### src/rtl/rtc_upd_pkg.sv
package rtc_upd_pkg;

  typedef enum logic [1:0] {
    DIV_STOP = 2'd0,
    DIV_RUN  = 2'd1,
    DIV_HOLD = 2'd2
  } div_mode_e;

  function automatic div_mode_e decode_div(input logic [2:0] code);
    if (code == 3'b010)
      return DIV_RUN;
    else if (code[2:1] == 2'b11)
      return DIV_HOLD;
    else
      return DIV_STOP;
  endfunction

endpackage

### src/rtl/rtc_div_decode.sv
module rtc_div_decode
  import rtc_upd_pkg::*;
(
  input  logic [2:0] div_ctrl,
  input  logic       tick,
  output logic       run_tick,
  output logic       hold_rst
);

  div_mode_e mode;

  always_comb begin
    mode     = decode_div(div_ctrl);
    run_tick = (mode == DIV_RUN) && tick;
    hold_rst = (mode == DIV_HOLD);
  end

endmodule

### src/rtl/rtc_tick_counter.sv
module rtc_tick_counter #(
  parameter int TICKS_PER_SEC = 32768,
  parameter int UIP_LEAD      = 8
) (
  input  logic clk,
  input  logic rst_n,
  input  logic run_tick,
  input  logic hold_rst,
  output logic wrap_evt,
  output logic lead_evt
);

  localparam int CNT_W = $clog2(TICKS_PER_SEC + 1);
  localparam logic [CNT_W-1:0] FULL_LOAD = CNT_W'(TICKS_PER_SEC);
  localparam logic [CNT_W-1:0] HALF_LOAD = CNT_W'(TICKS_PER_SEC / 2);
  localparam logic [CNT_W-1:0] LEAD_HIT  = CNT_W'(UIP_LEAD + 1);
  localparam logic [CNT_W-1:0] LAST_HIT  = CNT_W'(1);

  // ticks still to come before the next update, counting the one that fires it
  logic [CNT_W-1:0] remain_q;

  always_ff @(posedge clk) begin
    if (!rst_n || hold_rst)
      remain_q <= HALF_LOAD;
    else if (run_tick)
      remain_q <= (remain_q == LAST_HIT) ? FULL_LOAD : remain_q - LAST_HIT;
  end

  always_comb begin
    wrap_evt = run_tick && (remain_q == LAST_HIT);
    lead_evt = run_tick && (remain_q == LEAD_HIT);
  end

endmodule

### src/rtl/rtc_upd_window.sv
module rtc_upd_window (
  input  logic clk,
  input  logic rst_n,
  input  logic hold_rst,
  input  logic set_inhibit,
  input  logic wrap_evt,
  input  logic lead_evt,
  output logic uip,
  output logic upd_strobe,
  output logic upd_done
);

  logic armed_q;
  logic flag_q;
  logic strobe_q;
  logic done_q;

  // armed: the warning for the coming update was actually shown to the host
  always_ff @(posedge clk) begin
    if (!rst_n || hold_rst || set_inhibit)
      armed_q <= 1'b0;
    else if (lead_evt)
      armed_q <= 1'b1;
    else if (wrap_evt)
      armed_q <= 1'b0;
  end

  always_ff @(posedge clk) begin
    if (!rst_n || hold_rst || set_inhibit)
      flag_q <= 1'b0;
    else if (lead_evt)
      flag_q <= 1'b1;
    else if (done_q)
      flag_q <= 1'b0;
  end

  always_ff @(posedge clk) begin
    if (!rst_n) begin
      strobe_q <= 1'b0;
      done_q   <= 1'b0;
    end else begin
      strobe_q <= wrap_evt && armed_q && !set_inhibit;
      done_q   <= upd_strobe;
    end
  end

  always_comb begin
    uip        = flag_q && !set_inhibit;
    upd_strobe = strobe_q && !set_inhibit;
    upd_done   = done_q;
  end

endmodule

### src/rtl/rtc_update_seq.sv
module rtc_update_seq #(
  parameter int TICKS_PER_SEC = 32768,
  parameter int UIP_LEAD      = 8
) (
  input  logic       clk,
  input  logic       rst_n,
  input  logic       tick,
  input  logic [2:0] div_ctrl,
  input  logic       set_inhibit,
  output logic       uip,
  output logic       upd_strobe,
  output logic       upd_done
);

  logic run_tick;
  logic hold_rst;
  logic wrap_evt;
  logic lead_evt;

  rtc_div_decode u_dec (
    .div_ctrl (div_ctrl),
    .tick     (tick),
    .run_tick (run_tick),
    .hold_rst (hold_rst)
  );

  rtc_tick_counter #(
    .TICKS_PER_SEC (TICKS_PER_SEC),
    .UIP_LEAD      (UIP_LEAD)
  ) u_cnt (
    .clk      (clk),
    .rst_n    (rst_n),
    .run_tick (run_tick),
    .hold_rst (hold_rst),
    .wrap_evt (wrap_evt),
    .lead_evt (lead_evt)
  );

  rtc_upd_window u_win (
    .clk         (clk),
    .rst_n       (rst_n),
    .hold_rst    (hold_rst),
    .set_inhibit (set_inhibit),
    .wrap_evt    (wrap_evt),
    .lead_evt    (lead_evt),
    .uip         (uip),
    .upd_strobe  (upd_strobe),
    .upd_done    (upd_done)
  );

endmodule

### config.mk
export PLATFORM = sky130hd
export DESIGN_NAME = rtc_update_seq
export DESIGN_NICKNAME = d
export VERILOG_FILES = /design/src/rtl/rtc_upd_pkg.sv /design/src/rtl/rtc_div_decode.sv /design/src/rtl/rtc_tick_counter.sv /design/src/rtl/rtc_upd_window.sv /design/src/rtl/rtc_update_seq.sv
export SDC_FILE = /design/constraint.sdc
export NUM_CORES = 1
export LEC_CHECK = 0
export ABC_AREA = 1
export BUFFER_PORTS_ARGS = -buffer_cell sky130_fd_sc_hd__buf_2
export CAP_MARGIN = 20
export CORE_ASPECT_RATIO = 1.2
export CORE_MARGIN = 2
export CORE_UTILIZATION = 50
export CTS_BUF_LIST = sky130_fd_sc_hd__clkbuf_4
export CTS_CLUSTER_SIZE = 28
export DETAILED_ROUTE_END_ITERATION = 10
export PLACE_DENSITY = 0.71
export SYNTH_ARGS = -nofsm -noshare
export SYNTH_HDL_FRONTEND = slang
export SYNTH_SLANG_ARGS = --single-unit
export TNS_END_PERCENT = 1
### constraint.sdc
create_clock -name clk -period 1.6 [get_ports clk]
set_clock_uncertainty 0.1 [all_clocks]
set_input_delay 0.32 -clock clk [delete_from_list [all_inputs] [get_ports clk]]
set_output_delay 0.32 -clock clk [all_outputs]
set_load 0.01 [all_outputs]
* After elaboration in Yosys (flattened, before gate mapping)
Cells that the tools add are included.
** Word-level totals
- Register bits :: 20
- Output and inout port bits :: 3
- Input bits :: 7
** Operators by class
- Reductions and logical operators :: 13
- Eq/ne operators :: 6
- Mux-type cells :: 7
- Add/subtract/negate cells :: 1
** Operators with widths (count)
- 16-bit by 1-bit equality test with 1-bit output (second input constant) :: 1
- 16-bit by 4-bit equality test with 1-bit output (second input constant) :: 1
- 16-bit 2-to-1 mux :: 1
- 16-bit by 1-bit subtractor with 16-bit output (second input constant) :: 1
- 1-bit logical AND :: 7
- 2-bit equality test (second input constant) :: 2
- 1-bit 2-to-1 mux :: 4
- 2-bit 2-to-1 mux :: 2
- 2-bit nonzero test :: 2
- 3-bit by 2-bit equality test with 1-bit output (second input constant) :: 1
- 2-bit by 1-bit equality test with 1-bit output (second input constant) :: 1
- 1-bit zero test :: 2
- 1-bit logical OR :: 2

* Logic depth before layout (Yosys ltp)
Gate-level depths: netlist of the first run.
- Depth in word-level cells :: 8
- Depth in mapped cells :: 9
- Depth with buffers taken out :: 9

* Hierarchy
A second synthesis of the first run with hierarchy kept.
** Second synthesis, totals
- Cell total of the unflattened synthesis :: 151
- Area total of the unflattened synthesis :: 1076.0 sq um
** Modules (own cells, without submodules)
- rtc_tick_counter :: cells an instance 124, times used 1, sequential area each 320.3 sq um, area each 890.9 sq um
- rtc_upd_window :: cells an instance 20, times used 1, sequential area each 80.1 sq um, area each 158.9 sq um
- rtc_div_decode :: cells an instance 7, times used 1, sequential area each 0.0 sq um, area each 26.3 sq um

* Worst setup path before layout of the first run
Ideal clock, no wire load.
- Path kind :: in2reg
- Start :: input port div_ctrl[0]
- End :: register u_cnt.remain_q[9]
- Data required time :: 1386 ps
- Data arrival time :: 1096 ps
- Slack :: 290 ps
- Path buffers :: 1
- Stages on the path :: 7
- Path through :: nor2_1 -> nand3_1 -> nor2_1 -> nand3_2 -> nand2_2 -> buf_6 -> nor2_1
** On the way
- Word-level cells in the longest chain between the ends :: 4
- Elaborated cells between the ends (all ways) :: 6
** RTL lines
- start: declaration :: RTL line rtc_update_seq.sv:8 : input logic [2:0] div_ctrl,
- 3-bit by 2-bit equality test with 1-bit output (*) :: RTL line rtc_upd_pkg.sv:10 : if (code == 3'b010)
- 2-bit 2-to-1 mux (*) :: RTL line rtc_upd_pkg.sv:10
- 2-bit by 1-bit equality test with 1-bit output or 2-bit equality test (tied branches) :: RTL line rtc_div_decode.sv:14, rtc_div_decode.sv:15
- 1-bit logical AND or 1-bit logical OR (tied branches) :: RTL line rtc_div_decode.sv:14, rtc_tick_counter.sv:23
- end signal: assignment :: RTL line rtc_tick_counter.sv:26 : remain_q <= (remain_q == LAST_HIT) ? FULL_LOAD : remain_q - LAST_HIT;
- end: declaration :: RTL line rtc_tick_counter.sv:20 : logic [CNT_W-1:0] remain_q;
Mark *: on every way between the ends. The rest lies on a longest branch, timed or not.
A chain may end at the register's enable or synchronous reset.

* Worst setup path in the final report of the first run
- Start :: register u_cnt.remain_q[0]
- End :: register u_cnt.remain_q[12]
** On the way
- Word-level cells in the longest chain between the ends :: 2
- Elaborated cells between the ends (all ways) :: 3
** RTL lines (RTL line)
- 16-bit by 1-bit subtractor with 16-bit output or 16-bit by 1-bit equality test with 1-bit output (tied branches) :: rtc_tick_counter.sv:26
- 16-bit 2-to-1 mux (*) :: rtc_tick_counter.sv:26
Marked as above.

==> results of run 1 <==
## final cells by class
class	count	area [µm²]
Sequential cell	20	400
Clock buffer	3	22.5
Multi-Input combinational cell	118	599
Fill cell	197	840
Inverter	21	78.8
Timing Repair Buffer	12	67.6
Tap cell	30	37.5
Clock inverter	1	3.75
## worst max-delay path, stage by stage, from the launching register on
cell     delay (ps)
dfxtp_1         340
inv_1            90
ha_1            220
inv_1            90
nor2_1          150
nand2_1         120
nor2_1          100
nand2_1          50
nand2_1          60
nor2_1           30
## flip-flops by register name (all words and copies together) (netlist names)
signal	cells
u_cnt.remain_q	16
u_win.armed_q	1
u_win.flag_q	1
u_win.strobe_q	1
u_win.upd_done	1
## layout by cell type (no fill, tap or decap), types with 5 or more instances in the layout
cell,Yosys,final
a21oi_1,5,5
buf_2,0,9
dfxtp_1,20,20
inv_1,21,21
nand2_1,34,34
nand3_1,12,12
nor2_1,32,31
nor2_2,7,8
nor3_1,6,6
## path summary, 6_finish.rpt
kind	end	slack [ps]	depth (start not counted)
max reg2reg	u_cnt.remain_q[12]	150	9
min reg2reg	u_win.upd_done	360	2
min	u_win.upd_done	100	2
max	u_cnt.remain_q[12]	150	9
## what timing repair did
action                                 in CTS  in global routing
setup endpoints to repair                   0                  4
endpoints found under the hold margin       0                  0
hold buffers                                0                  0
gates resized for setup                     0                  2
## power groups by stage
stage	logic, mW	clock network [mW]	registers (mW)
2_1_floorplan	0.0875	0	0.525
3_3_place_gp	0.114	0	0.527
3_5_place_dp	0.117	0	0.528
4_1_cts	0.117	0.257	0.516
5_1_grt	0.137	0.280	0.518
6_report	0.120	0.249	0.517
## through the flow
step	util	worst slack (ps)	setup TNS, ps
5_1_grt	0.590	4.88	0
2_1_floorplan	-	290	0
4_1_cts	0.587	118	0
3_5_place_dp	0.574	-4.82	-9.80
6_report	0.590	155	0
3_3_place_gp	0.574	65.5	0
## logic make-up (layout without fill, tap and decap cells)
kind of cell               count (synthesis)  after routing  synth area share
buffers and inverters                     22             37            0.0832
xor gates and xnor gates                   5              5            0.0405
AOI/OAI and AO/OA                          9              9            0.0451
and+or+nand+nor                          102            102             0.438
DFF                                       20             20             0.370
adders and majority gates                  2              2            0.0231
## per-layer routing
layer | share of wire | vias up | GRT usage
met5 | 0 | - | 0
met4 | 0.017 | 0 | 0.0952
met1 | 0.44 | 434 | 0.244
li1 | - | 530 | -
met3 | 0.031 | 6 | 0.0455
met2 | 0.51 | 16 | 0.375
==> impl_metrics.py, run 1 <==
metrics = {
    "route": {
        "antenna_left": 0,
        "dr.pass1.iters": 4,
        "drc": 0,
        "via_per_inst": 4.81,
        "drt_iter0_drc": 27,
        "wire_per_inst_um": 10.9,
        "routed_wl_um": 2230,
        "num_vias": 986,
    },
    "run_status": {
        "status": "completed",
    },
    "run": {
        "maxCapViolations": 0,
    },
    "yosys": {
        "synth_top_area_share": 0.370,
        "synth_edf_count": 0,
        "syn-cell-area_mm2": 0.00108,
        "synth_largest_area_cell": "dfxtp_1",
        "syn-num-nets": 169,
        "synth_area_leaders": "dfxtp_1 37%, nand2_1 12%, nor2_1 11%",
        "async_flop_share": 0,
        "synth_cell_types": 22,
        "ys.flop_type": "dfxtp_1",
        "yosysMostFrequentCell": "nand2_1",
        "seq_area_frac_synth": 0.370,
        "ys_seq_elements": 20,
        "yosys_warnings": 0,
        "syn_avg_cell_area_um2": 6.76,
        "yosys-top-cells-count": "34 x nand2_1, 32 x nor2_1, 21 x inv_1",
        "syn_inst": 160,
    },
    "global_route": {
        "grt-ovfl-total": 0,
        "antenna_found_initial": 0,
        "grt_max_degree": 14,
        "grt.total_usage": 0.213,
        "first_global_vias": 920,
        "grt_pass1_wl_um": 3820,
    },
    "power": {
        "clkPwrFrac": 0.282,
        "swShare": 0.280,
        "power_frac_comb": 0.135,
        "power_density_mw_per_mm2": 732,
        "seqPwrFrac": 0.583,
        "p_switching_mw": 0.248,
        "p_leak_nw": 0.550,
        "p_int_mw": 0.638,
        "finalPower_mw": 0.886,
        "ir_worst_vdd_uv": 534,
    },
    "sta": {
        "tightestPinTransition_ps": 332,
        "rsz0062_at_grt": "false",
        "min_period_over_period": 0.903,
        "max-slew-margin-rel": 0.778,
        "drv_slew": 0,
        "holdWs_ps": 104,
        "period_needed_ps": 1450,
        "hold_viol": 0,
        "fmax_mhz": 692,
        "finalSetupViolCount": 0,
    },
    "cells_and_area": {
        "fin_cells": 205,
        "area_growth_pct": 11.8,
        "layout-drive-gt1-share": 0.177,
        "stdcell_area_mm2": 0.00121,
        "antenna_cells": 0,
        "nNetsFinal": 185,
    },
    "clock_network": {
        "h-tree-depth": 1,
        "tritoncts": "done",
        "postCtsSetupRepairBufs": 0,
        "clk_path_buf_depth": 2,
        "numCtsBuffers": 3,
        "clk_pin_slew_ps": 120,
        "clkLatencyLatePin_ps": 300,
        "clock_sinks": 20,
        "cts.root.buffer_cell": "clkbuf_4",
    },
    "setup_path": {
        "critical_path_class": "flop to flop",
        "worstSetupStartpoint": "u_cnt.remain_q[0]",
        "required_ps": 1710,
        "r2r_start": "u_cnt.remain_q[0]",
        "cp-start-kind": "flop",
        "cp.arrival_ps": 1550,
        "cp_max_fo": 3,
        "end_kind": "flop",
    },
    "floorplan": {
        "die_w_um": 46.5,
        "core_region_area_mm2": 0.00205,
        "rows": 18,
        "dieHeight_um": 55.0,
        "ioPinCount": 10,
        "dieArea_mm2": 0.00255,
        "initial_utilization": 0.528,
    },
    "placed_design": {
        "dpl.hpwl_um": 1760,
        "place_inst": 201,
        "routabilityCongestion": 0.848,
        "placed_cell_area_mm2": 0.00118,
        "port_buffers": 9,
    },
    "min_path": {
        "hp-start": "set_inhibit",
        "hold_class": "input port to flop",
    },
}
(Power assumes the default switching activity.)
==> run 2, diff against run 1 <==
--- a/config.mk
+++ b/config.mk
@@ -17,5 +17,6 @@
 export PLACE_DENSITY = 0.71
 export SYNTH_ARGS = -nofsm -noshare
 export SYNTH_HDL_FRONTEND = slang
+export SYNTH_HIERARCHICAL = 1
 export SYNTH_SLANG_ARGS = --single-unit
 export TNS_END_PERCENT = 1
==> impl_metrics.py, run 2 <==
metrics = {
    "cells_and_area": {
        "layout_common_cells": "38 x nor2_1, 22 x nand2_1, 21 x inv_1",
        "antenna_cells": 0,
        "layout-drive-gt1-share": 0.199,
        "mostFrequentLayoutCell": "nor2_1",
        "stdcell_area_mm2": 0.00122,
        "n_fill_cell": 210,
        "area_growth_pct": 13.6,
        "largest_register_ffs": 16,
        "regMostFlops": "u_cnt/remain_q",
        "nNetsFinal": 176,
    },
    "setup_path": {
        "cp_cell_sequence": "inv_1 -> ha_2 -> nand2_1 -> nor2_2 -> nand2_2 -> o21ai_4 -> buf_12 -> nor3_1",
        "cp_max_fo": 14,
        "critical-path-top-delay-family": "flip-flops",
        "r2r-end": "u_cnt/remain_q[5]",
        "required_ps": 1690,
        "worst_path_max_delay_cell": "dfxtp_1",
        "reg2reg_depth": 8,
        "cp-start-kind": "flop",
        "cp.arrival_ps": 1570,
        "r2r_setup_slack_ps": 130,
        "r2r_start": "u_cnt/remain_q[1]",
        "slowest_delay_ps": 330,
        "critical_path_class": "flop to flop",
        "end_kind": "flop",
        "crit_buf_inv": 2,
    },
    "route": {
        "antenna_left": 0,
        "routed_wl_um": 1890,
        "wire_per_inst_um": 9.66,
        "drc": 0,
        "via_per_inst": 4.70,
        "num_vias": 921,
        "drt_iter0_drc": 10,
        "dr.pass1.iters": 4,
    },
    "clock_network": {
        "cts.root.buffer_cell": "clkbuf_4",
        "hold_buffers": 0,
        "tritoncts": "done",
        "clk_path_buf_depth": 2,
        "clk_pin_slew_ps": 110,
        "numCtsBuffers": 3,
        "h-tree-depth": 1,
        "clkLatencyLatePin_ps": 290,
        "clock_sinks": 20,
    },
    "power": {
        "ir_worst_vdd_uv": 547,
        "p_leak_nw": 0.521,
        "power_density_mw_per_mm2": 719,
        "finalPower_mw": 0.878,
    },
    "global_route": {
        "antenna_found_initial": 0,
        "first_global_vias": 792,
        "grt_pass1_wl_um": 3120,
        "grt.busiest_layer": "met2",
        "gr-usage-met3": 0.0297,
        "grt.total_usage": 0.171,
        "gr-usage-met1": 0.186,
        "grt_max_degree": 15,
        "grt.met2_usage": 0.324,
        "grt-ovfl-total": 0,
    },
    "sta": {
        "max-slew-margin-rel": 0.764,
        "period_needed_ps": 1470,
        "hold_viol": 0,
        "min_period_over_period": 0.922,
        "fmax_mhz": 678,
        "drv_slew": 0,
        "tightestPinTransition_ps": 350,
        "rsz0062_at_grt": "true",
        "finalSetupViolCount": 0,
    },
    "placed_design": {
        "routabilityCongestion": 0.848,
        "port_buffers": 9,
        "dpl.hpwl_um": 1490,
        "placed_cell_area_mm2": 0.00116,
    },
    "yosys": {
        "syn_inst": 151,
        "syn-num-nets": 160,
        "seq_area_frac_synth": 0.372,
        "synth_top_family_by_area": "simple AND/OR/NAND/NOR gates",
        "synth_compound_gate_area_share": 0.0477,
        "yosys_warnings": 6,
        "synth_top_area_share": 0.372,
        "ys_seq_elements": 20,
        "synth_largest_area_cell": "dfxtp_1",
        "syn_avg_cell_area_um2": 7.13,
        "yosysMostFrequentCell": "nor2_1",
        "async_flop_share": 0,
        "yosys-top-cells-count": "40 x nor2_1, 22 x nand2_1, 21 x inv_1",
        "synthSimpleGateAreaFrac": 0.378,
        "synthXorXnorAreaFrac": 0.0814,
        "synthAdderAreaFrac": 0.0233,
        "synthMuxAreaShare": 0,
        "synth_edf_count": 0,
        "syn-cell-area_mm2": 0.00108,
        "synth_area_leaders": "dfxtp_1 37%, nor2_1 14%, nand2_1 7.7%",
        "ys.flop_type": "dfxtp_1",
        "synth_cell_types": 26,
    },
    "run_status": {
        "status": "completed",
    },
    "min_path": {
        "hp-start": "rst_n",
        "hold_class": "input port to flop",
        "min_to": "u_win/flag_q",
        "min_path_cells": 3,
    },
    "floorplan": {
        "dieHeight_um": 54.8,
        "initial_utilization": 0.525,
        "core_region_area_mm2": 0.00205,
        "ioPinCount": 10,
        "die_w_um": 46.4,
        "dieArea_mm2": 0.00254,
        "rows": 18,
    },
    "run": {
        "maxCapViolations": 0,
    },
}
==> run 2: cell count changes after synthesis, moves of 2 or more <==
cell     delta
o21ai_1     -2
nor2_2      -4
nand3_1     -8
nor2_1      +8
nand2_1    -12
xnor2_1     +2
nor4_1      +2
nand4_1     -2
xor2_1      +3
nor3_1      -2
==> run 2: layer usage <==
layer / up-vias / routed length, µm
li1: 492 / -
met1: 421 / 825
met2: 6 / 1020
met3: 2 / 33
met4: 0 / 12
met5: - / 0
==> run 2: what timing repair did <==
action | 4_1_cts | 5_1_grt
endpoints found under the setup margin | 0 | 16
hold endpoints to repair | 0 | 0
resized for setup | 0 | 4
buffers inserted | 0 | 1
==> run 2: power breakdown <==
group / switching (mW) / internal [mW]
registers: 0.00975 / 0.507
clock network: 0.152 / 0.0907
logic: 0.0703 / 0.0483
total: 0.232 / 0.646
==> run 2: cell type report <==
| class | instances | area, µm² | share of cell area |
|---|---|---|---|
| inverters | 23 | 86.3 | 0.0706 |
| clock buffers | 3 | 22.5 | 0.0184 |
| clock inverters | 1 | 3.75 | 0.00307 |
| flip-flops and latches | 20 | 400 | 0.328 |
| well taps | 30 | 37.5 | 0.0307 |
| repair buffers | 13 | 87.6 | 0.0716 |
| multi-input cells | 106 | 584 | 0.478 |
==> run 2: worst register-to-register path, cell delays in order, from the launching register on <==
cell and delay [ps]:
dfxtp_1 330, inv_1 120, ha_2 210, nand2_1 60, nor2_2 120, nand2_2 80, o21ai_4 170, buf_12 150
nor3_1 50
==> run 2: cell families after synthesis <==
group           count (synthesis)
compound gates                  8
xor+xnor                       10
flops                          20
simple gates                   86
buf+inv                        25
fa+ha+maj                       2
==> run 2: worst max-delay path by stage <==
| stage | start | end | cells after the start |
|---|---|---|---|
| 2_1_floorplan | div_ctrl[2] | u_win/armed_q | 9 |
| 3_3_place_gp | div_ctrl[2] | u_win/armed_q | 10 |
| 3_5_place_dp | div_ctrl[2] | u_win/armed_q | 10 |
| 4_1_cts | u_cnt/remain_q[1] | u_cnt/remain_q[12] | 7 |
| 5_1_grt | u_cnt/remain_q[0] | u_cnt/remain_q[12] | 6 |
| 6_report | u_cnt/remain_q[1] | u_cnt/remain_q[5] | 8 |
==> run 2: stage by stage <==
stage	setup WS [ps]	std cells	utilization	hold WS, ps	setup TNS, ps
global placement	-23.1	191	0.567	326	-24.0
detailed placement	-38.7	191	0.567	329	-53.0
global route	-1.63	196	0.596	178	-1.63
floorplan	150	151	-	315	0
finish	125	196	0.596	198	0
CTS	6.34	195	0.580	189	0
==> run 3, diff against run 2 <==
--- a/config.mk
+++ b/config.mk
@@ -6,7 +6,6 @@
 export NUM_CORES = 1
 export LEC_CHECK = 0
 export ABC_AREA = 1
-export BUFFER_PORTS_ARGS = -buffer_cell sky130_fd_sc_hd__buf_2
 export CAP_MARGIN = 20
 export CORE_ASPECT_RATIO = 1.2
 export CORE_MARGIN = 2
@@ -14,7 +13,8 @@
 export CTS_BUF_LIST = sky130_fd_sc_hd__clkbuf_4
 export CTS_CLUSTER_SIZE = 28
 export DETAILED_ROUTE_END_ITERATION = 10
-export PLACE_DENSITY = 0.71
+export DONT_BUFFER_PORTS = 1
+export PLACE_DENSITY = 0.67
 export SYNTH_ARGS = -nofsm -noshare
 export SYNTH_HDL_FRONTEND = slang
 export SYNTH_HIERARCHICAL = 1
==> impl_metrics.py, run 3 (synthesis gave the netlist of run 2 again) <==
metrics = {
    "floorplan": {
        "dieHeight_um": 54.8,
        "core_region_area_mm2": 0.00205,
        "dieArea_mm2": 0.00254,
        "rows": 18,
        "die_w_um": 46.4,
        "ioPinCount": 10,
        "initial_utilization": 0.525,
    },
    "cells_and_area": {
        "nNetsFinal": 165,
        "layout_common_cells": "39 x nor2_1, 22 x nand2_1, 20 x inv_1, 20 x dfxtp_1, 7 x xor2_1",
        "layout-drive-gt1-share": 0.148,
        "area_growth_pct": 8.02,
        "utilization": 0.567,
        "largest_register_ffs": 16,
        "regMostFlops": "u_cnt/remain_q",
        "mostFrequentLayoutCell": "nor2_1",
        "multi_input_area_um2": 584,
        "regArea_um2": 400,
        "antenna_cells": 0,
        "n_fill_cell": 205,
    },
    "clock_network": {
        "cts.root.buffer_cell": "clkbuf_4",
        "clock_sinks": 20,
        "clk_path_buf_depth": 2,
        "numCtsBuffers": 3,
        "tritoncts": "done",
        "hold_buffers": 0,
        "clk_pin_slew_ps": 110,
        "h-tree-depth": 1,
        "clkLatencyLatePin_ps": 290,
    },
    "sta": {
        "min_period_over_period": 0.915,
        "drv_slew": 0,
        "hold_viol": 0,
        "period_needed_ps": 1460,
        "fin_setup_tns_ps": 0,
        "holdWs_ps": 52.6,
        "max-slew-margin-rel": 0.754,
        "fmax_mhz": 683,
        "finalSetupViolCount": 0,
        "rsz0062_at_grt": "false",
        "tightestPinTransition_ps": 365,
        "setup_ws_ps": 135,
    },
    "setup_path": {
        "critical-path-top-delay-family": "simple AND/OR/NAND/NOR gates",
        "required_ps": 1700,
        "cp-start-kind": "flop",
        "critical_path_class": "flop to flop",
        "end_kind": "flop",
        "cp_max_fo": 4,
        "cp.arrival_ps": 1560,
        "crit_buf_inv": 1,
        "cp.depth": 7,
        "slowest_delay_ps": 350,
        "worst_path_max_delay_cell": "dfxtp_1",
        "reg2reg_depth": 7,
        "cp_cell_sequence": "inv_1 -> ha_2 -> nand3_2 -> nor2_2 -> nand2_1 -> xor2_1 -> nor2_1",
    },
    "global_route": {
        "grt_max_degree": 15,
        "first_global_vias": 807,
        "grt.total_usage": 0.175,
        "antenna_found_initial": 0,
        "grt_pass1_wl_um": 3220,
        "grt-ovfl-total": 0,
    },
    "route": {
        "routed_wl_um": 1820,
        "drt_iter0_drc": 13,
        "wire_per_inst_um": 9.83,
        "dr.pass1.iters": 5,
        "antenna_left": 0,
        "drc": 0,
        "via_per_inst": 4.75,
        "num_vias": 878,
    },
    "min_path": {
        "hold_class": "input port to flop",
        "min_path_cells": 2,
    },
    "placed_design": {
        "dpl.hpwl_um": 1390,
        "place_ws_ps": 54.5,
        "routabilityCongestion": 0.815,
        "port_buffers": 0,
    },
    "power": {
        "finalPower_mw": 0.862,
        "p_leak_nw": 0.471,
        "ir_worst_vdd_uv": 472,
        "power_density_mw_per_mm2": 742,
    },
    "run": {
        "maxCapViolations": 0,
    },
    "run_status": {
        "status": "completed",
    },
}
-- run 3: cell types whose count changed in the layout (fill, tap and decap cells not counted), sizes merged --
cell  change
buf      -11
-- run 3: routing by layer --
| metal | track usage | up-vias | wire length (µm) |
|---|---|---|---|
| li1 | - | 469 | - |
| met1 | 0.206 | 392 | 822 |
| met2 | 0.308 | 15 | 928 |
| met3 | 0.0297 | 2 | 53 |
| met4 | 0.0714 | 0 | 14 |
| met5 | 0 | - | 0 |
-- run 3: final timing paths --
check / startpoint / end / slack [ps]
worst max register to register: u_cnt/remain_q[0] / u_cnt/remain_q[10] / 140
worst min-delay path: rst_n / u_win/flag_q / 50
worst min register to register: u_win/strobe_q / u_win/upd_done / 340
worst max-delay path: u_cnt/remain_q[0] / u_cnt/remain_q[10] / 140
-- run 3: through the flow --
step,std cells,cell area [µm²]
after global placement,181,1120
after global routing,185,1160
final,185,1160
after CTS,185,1150
after detailed placement,181,1120
after floorplan,151,1080
-- run 3: area by class of cell --
class | count | area share
multi-input cells | 106 | 0.503
flip-flops and latches | 20 | 0.344
inverters | 23 | 0.0743
well taps | 30 | 0.0323
repair buffers | 2 | 0.0237
clock buffers | 3 | 0.0194
clock inverters | 1 | 0.00323
-- run 3: repair_timing --
action / in CTS / in global routing
setup buffers: 0 / 0
gates resized for setup: 0 / 5
endpoints found under the setup margin: 0 / 4
-- run 3: where the power goes --
part	switching, mW	internal, mW	total [mW]
sequential	0.00957	0.507	0.517
clock	0.147	0.0906	0.238
combinational	0.0652	0.0423	0.107
